## config.mk

```make
export PLATFORM = sky130hd
export DESIGN_NAME = rom_bank_ctrl
export DESIGN_NICKNAME = d
export VERILOG_FILES = /design/src/rtl/rbk_pkg.sv /design/src/rtl/rbk_ctrl.sv /design/src/rtl/rbk_regs.sv /design/src/rtl/rom_bank_ctrl.sv
export SDC_FILE = /design/constraint.sdc
export NUM_CORES = 1
export LEC_CHECK = 0
export CORE_UTILIZATION = 36
export CTS_BUF_LIST = sky130_fd_sc_hd__clkbuf_16
export DETAILED_ROUTE_END_ITERATION = 6
export PLACE_DENSITY = 0.79
export REMOVE_ABC_BUFFERS = 1
export SKIP_CTS_REPAIR_TIMING = 1
export SYNTH_ARGS = -nofsm -noshare
export SYNTH_HDL_FRONTEND = slang
export SYNTH_HIERARCHICAL = 1
export SYNTH_SLANG_ARGS = --single-unit
```

## constraint.sdc

```tcl
create_clock -name clk -period 0.92 [get_ports clk]
set_input_delay 0.276 -clock clk [delete_from_list [all_inputs] [get_ports clk]]
set_output_delay 0.276 -clock clk [all_outputs]
set_load 0.02 [all_outputs]
```

## src/rtl/rbk_pkg.sv

```systemverilog
package rbk_pkg;
  localparam int NUM_PAGES = 16;
  localparam int PAGE_W    = $clog2(NUM_PAGES);
  localparam int OP_W      = 10;
  localparam int BANK_W    = 2;
  localparam int NUM_GRPS  = 8;
  localparam int GRP_W     = $clog2(NUM_GRPS);

  typedef struct packed {
    logic [NUM_GRPS-1:0] grpWr;
    logic [BANK_W-1:0]   newBank;
  } bankCtl_t;

  // Returns {switchable, group index}; OS pages return switchable = 0.
  function automatic logic [GRP_W:0] groupOf(input logic [PAGE_W-1:0] page);
    logic [GRP_W:0] g;
    case (page)
      4'h3, 4'h5: g = {1'b1, 3'd0};
      4'h4:       g = {1'b1, 3'd1};
      4'h6:       g = {1'b1, 3'd2};
      4'h7:       g = {1'b1, 3'd3};
      4'h8, 4'h9: g = {1'b1, 3'd4};
      4'hA, 4'hB: g = {1'b1, 3'd5};
      4'hC, 4'hD: g = {1'b1, 3'd6};
      4'hE, 4'hF: g = {1'b1, 3'd7};
      default:    g = '0;
    endcase
    return g;
  endfunction
endpackage

```

## src/rtl/rbk_ctrl.sv

```systemverilog
module rbk_ctrl
  import rbk_pkg::*;
(
  input  logic              clk,
  input  logic              rstN,
  input  logic              fetchValid,
  input  logic [PAGE_W-1:0] fetchPage,
  input  logic [OP_W-1:0]   fetchWord,
  input  logic [NUM_PAGES-1:0] switchEn,
  output bankCtl_t          ctl
);
  logic isBankOp;
  logic [GRP_W:0] grpSel;

  always_comb begin
    isBankOp = !fetchWord[9] && fetchWord[8] && (fetchWord[5:0] == '0);
    grpSel   = groupOf(fetchPage);
    ctl      = '0;
    // bit 7 adds one, bit 6 adds two: 0x100->0, 0x180->1, 0x140->2, 0x1C0->3
    ctl.newBank = {fetchWord[6], fetchWord[7]};
    if (fetchValid && isBankOp && switchEn[fetchPage] && grpSel[GRP_W])
      ctl.grpWr[grpSel[GRP_W-1:0]] = 1'b1;
  end

  assert_valid_gate_R10: assert property (@(posedge clk) disable iff (!rstN)
    !fetchValid |-> ctl.grpWr == '0);
  assert_mask_gate_R9: assert property (@(posedge clk) disable iff (!rstN)
    !switchEn[fetchPage] |-> ctl.grpWr == '0);
  assert_single_group_R6: assert property (@(posedge clk) disable iff (!rstN)
    $onehot0(ctl.grpWr));
endmodule

```

## src/rtl/rbk_regs.sv

```systemverilog
module rbk_regs
  import rbk_pkg::*;
(
  input  logic     clk,
  input  logic     rstN,
  input  bankCtl_t ctl,
  output logic [NUM_PAGES*BANK_W-1:0] pageBank
);
  logic [BANK_W-1:0] grpBank [NUM_GRPS];

  for (genvar g = 0; g < NUM_GRPS; g++) begin : gGrp
    always_ff @(posedge clk or negedge rstN) begin
      if (!rstN)              grpBank[g] <= '0;
      else if (ctl.grpWr[g])  grpBank[g] <= ctl.newBank;
    end

    assert_load_R1: assert property (@(posedge clk) disable iff (!rstN)
      ctl.grpWr[g] |=> grpBank[g] == $past(ctl.newBank));
    assert_hold_R6: assert property (@(posedge clk) disable iff (!rstN)
      !ctl.grpWr[g] |=> $stable(grpBank[g]));
  end

  for (genvar p = 0; p < NUM_PAGES; p++) begin : gPage
    localparam logic [GRP_W:0] PG = groupOf(PAGE_W'(p));
    if (PG[GRP_W]) begin : gSw
      assign pageBank[p*BANK_W +: BANK_W] = grpBank[PG[GRP_W-1:0]];
    end else begin : gFixed
      assign pageBank[p*BANK_W +: BANK_W] = '0;
    end
  end
endmodule

```

## src/rtl/rom_bank_ctrl.sv

```systemverilog
module rom_bank_ctrl
  import rbk_pkg::*;
(
  input  logic        clk,
  input  logic        rstN,
  input  logic        fetchValid,
  input  logic [3:0]  fetchPage,
  input  logic [9:0]  fetchWord,
  input  logic [15:0] switchEn,
  output logic [31:0] pageBank
);
  bankCtl_t ctl;

  rbk_ctrl u_ctrl (
    .clk(clk), .rstN(rstN), .fetchValid(fetchValid), .fetchPage(fetchPage),
    .fetchWord(fetchWord), .switchEn(switchEn), .ctl(ctl)
  );

  rbk_regs u_regs (
    .clk(clk), .rstN(rstN), .ctl(ctl), .pageBank(pageBank)
  );
endmodule

```

=== Word level (Yosys, flattened, before mapping) ===
Memories as Yosys holds them, arrays and structs flattened.
Cells that the tools add are included.
Widths: inputs -> output; s select.

* Multiplexer cells: 5
* Reduce and logical (&&, ||, !) cells: 8
* Order comparisons: 3

{| class="wikitable"
|+ Operators with widths
! cell !! count
|-
| $mux 8 || 1
|-
| $logic_and 1x1->1 || 6
|-
| $logic_not 6->1 || 1
|-
| $lt 4x5->1 const B || 1
|-
| $bmux 1 s4 || 1
|-
| $lt 3x4->1 const B || 1
|-
| $demux 1 s3 || 1
|-
| $ge 3x1->1 const B || 1
|-
| $mux 1 || 2
|-
| $logic_not 1->1 || 1
|}

* ROM bits: 64
* Input bits: 33
* Output and inout port bits: 32
* Register bits: 16
* Word-level logic and storage cells: 25
* Memories: 1

{| class="wikitable"
|+ Memories
! name !! words !! bits a word !! read ports !! clocked after Yosys merged registers in !! wr ports !! RTL line !! RTL
|-
| (no name shown) || 16 || 4 || 1 || 0 || 0 || rbk_pkg.sv:17 || <nowiki>case (page)</nowiki>
|}

=== Depth between registers and ports, before layout ===
Gate-level depths: netlist (run 1).

* Depth in word-level cells: 7
* Depth in mapped cells: 6
* Gate-level depth less buffers: 5

=== Cells and area by module ===
The synthesis (run 1) kept the hierarchy.

{| class="wikitable"
|+ By module, submodules not included
! module !! area an instance (µm²) !! instances !! seq. area each (µm²) !! cells each
|-
| rbk_regs || 704.4 || 1 || 400.4 || 49
|-
| rbk_ctrl || 332.8 || 1 || 0.0 || 38
|}

=== Worst setup path after synthesis (run 1) ===
No wires, ideal clock.

* Path type: input port to flip-flop
* From: input fetchWord[0]
* To: register u_regs.grpBank, in the netlist u_regs/pageBank[14]
* Stages: 5
* Path slack: -0.923 ns
* Arrival time: 1.718 ns
* Path through: nor4_1 > and4b_2 > nand4b_4 > nor4b_1 > mux2_2

{| class="wikitable"
|+ RTL lines
! element !! RTL line !! RTL
|-
| start, declared || rom_bank_ctrl.sv:8 || <nowiki>input logic [9:0] fetchWord,</nowiki>
|-
| end signal, assigned by index || rbk_regs.sv:14 || <nowiki>else if (ctl.grpWr[g]) grpBank[g] <= ctl.newBank;</nowiki>
|-
| end, declared || rbk_regs.sv:9 || <nowiki>logic [BANK_W-1:0] grpBank [NUM_GRPS];</nowiki>
|}

==> qor.yml, run 1 <==
cp_slowest_stage_delay_ns: 0.39
violations: "setup timing"
grt_first_pass_wirelength_um: 4008
layout-drive-gt1-share_pct: 58.39
wl_um: 2911
synth_edf_count: 0
fp.dieW_um: 55.68
finalCritPeriodShare_pct: 185.0
drc: 0
rows: 19
detail-route-antenna-nets: 0
synthFlopType: "dfrtp_1"
seq_area_sq_um: 400.4
portBuffers: 58
hp-class: "in2async"
track_usage_pct: 16.89
synth_area_leaders: "dfrtp_1 39%, mux2_2 17%, buf_4 13%, mux2i_1 3.9%, mux2_4 2.9%"
fin_hold_ws_ns: 0.3582
crit_chain: "buf_6 > nor4_4 > and4b_2 > nand4b_4 > a221oi_4 > mux2_4"
synth-seq-cells: 16
routed-via-count: 883
yosysSeqAreaShare_pct: 38.60
synth_top_area_share_pct: 38.60
cts.clk_slew.worst_paths_ns: 0.05
yosysWarnings: 6
cap_viol_max_count: 0
syn_area_per_cell_sq_um: 11.92
critPathRequiredTime_ns: 1.05
worstSetupPathType: "in2reg"
setup_viol: 42
synth_most_common_cell: "buf_4"
drv_slew: 0
drt_iter0_drc: 9
die_h_um: 55.68
final_cell_area_sq_um: 1993
grt_pass1_vias: 890
finalNetCount: 184
clk_path_buf_depth: 2
largest_reg_flops: 16
layout_setup_ws_ns: -0.7823
cts_tree: "yes"
p_leak_nw: 1.116
async_flop_share_pct: 100.0
synth_cell_types: 26
place_hpwl_um: 1899
synth_common_cells: "18 x buf_4, 16 x dfrtp_1, 16 x mux2_2"
p_per_area_nw_per_um2: 978.6
n_fill_cell: 192
end_kind: "flop"
grt_setup_unrepaired: "yes"
antenna_found_initial: 0
cts-root-buf: "clkbuf_16"
netlist_instances: 87
area_growth_pct: 92.16
grt_overflow_total: 0
p_total_mw: 1.950
worstSkewPairLatency_ns: 0.24
firstDrtPassIters: 3
max_freq_mhz: 587.4
fin_crit_ns: 1.702
vdd_drop_max_v: 0.001500
grt_util_met3_pct: 4.651
status: "complete, but fails checks"
wire_per_inst_um: 16.17
num_antenna_cells: 0
core_area_sq_um: 2734
grtUsageMet1_pct: 19.94
skew_ns: 0
multiInputGateArea_sq_um: 660.6
gr-max-usage-layer: "met2"
grt_max_degree: 17
cts_sinks: 16
startpoint_type: "primary input"
cts_htree_levels: 1
initial_utilization_pct: 37.94
placed_area_sq_um: 1637
crit_path_max_fanout: 4
grt_use_met2_pct: 27.02
post-place-ws_ns: -1.486
slowest_stage: "a221oi_4"
place_congestion: 0.8591
avgViaCountPerCell: 4.906
critPathArrivalTime_ns: 1.83
synth.largest_area_cell: "dfrtp_1"
hold_violations: 0
netlist_area_sq_um: 1037
ios: 65
numCtsBuffers: 3
die_area_sq_um: 3100
==> final timing paths <==
check | start | end | slack [ns] | cells past startpoint
hold / removal | rstN | u_regs/pageBank[24]$_DFFE_PN0P_ | 0.36 | 2
setup / recovery | fetchWord[5] | u_regs/pageBank[7]$_DFFE_PN0P_ | -0.78 | 6
min in group clk | u_regs/pageBank[15]$_DFFE_PN0P_ | u_regs/pageBank[15]$_DFFE_PN0P_ | 0.53 | 1
hold reg to reg | u_regs/pageBank[15]$_DFFE_PN0P_ | u_regs/pageBank[15]$_DFFE_PN0P_ | 0.53 | 1
max in group asynchronous | rstN | u_regs/pageBank[25]$_DFFE_PN0P_ | 0.44 | 2
setup reg to reg | u_regs/pageBank[7]$_DFFE_PN0P_ | u_regs/pageBank[7]$_DFFE_PN0P_ | -0.03 | 2
==> logic make-up after synthesis <==
kind of cell	after synthesis	share of synthesized area [%]
buffers and inverters	20	14.47
adders and majority gates	1	1.206
DFF	16	38.60
AOI/OAI and AO/OA	5	5.911
other	1	0.3615
muxes	24	26.30
and+or+nand+nor	20	13.15
==> final cells by class <==
class                   count  share of cell area (%)
inverters                   1                  0.1883
repair buffers             72                   40.68
well taps                  31                   1.946
multi-input cells          56                   33.15
clock inverters             1                  0.1883
flip-flops and latches     16                   20.09
clock buffers               3                   3.766
==> layer usage <==
layer | up-vias | share of wire (%)
met5 | - | 0
met4 | 0 | 1.9
met3 | 4 | 8.8
met2 | 52 | 51
met1 | 415 | 38
li1 | 412 | -
==> critical path, delay by kind of cell <==
family	cells	cell delay (ns)
compound gates	1	0.39
mux	1	0.33
simple gates	3	0.73
buf+inv	1	0.09
==> metrics by stage <==
stage	utilization (%)	cells	TNS, ns
finish	72.91	180	-15.98
global route	72.91	180	-17.39
CTS	62.75	177	-33.41
detailed placement	59.86	173	-30.22
global placement	59.86	173	-29.44
floorplan	-	73	-11.70
==> cells in the final DEF (no fill, tap or decap), types with 4 or more instances in the layout <==
| cell | synthesis | layout |
|---|---|---|
| buf_6 | 1 | 26 |
| dlymetal6s2s_1 | 0 | 23 |
| dfrtp_1 | 16 | 16 |
| mux2_4 | 2 | 11 |
| buf_4 | 18 | 10 |
| mux2_2 | 16 | 9 |
| clkdlybuf4s50_1 | 0 | 6 |
| conb_1 | 1 | 6 |
| clkbuf_16 | 0 | 4 |
==> report_power, final <==
group          internal [mW]  switching, mW  total (mW)
Clock                  0.576          0.265       0.841
Combinational          0.229          0.169       0.398
Sequential             0.708        0.00347       0.712
Total                   1.51          0.437        1.95
(Power assumes the default switching activity.)
==> inputs of run 2 (changes only) <==
- CTS_CLUSTER_SIZE: default -> 20
==> results of run 2 <==
Final layout, timing and power as in run 1 (identical DEF).
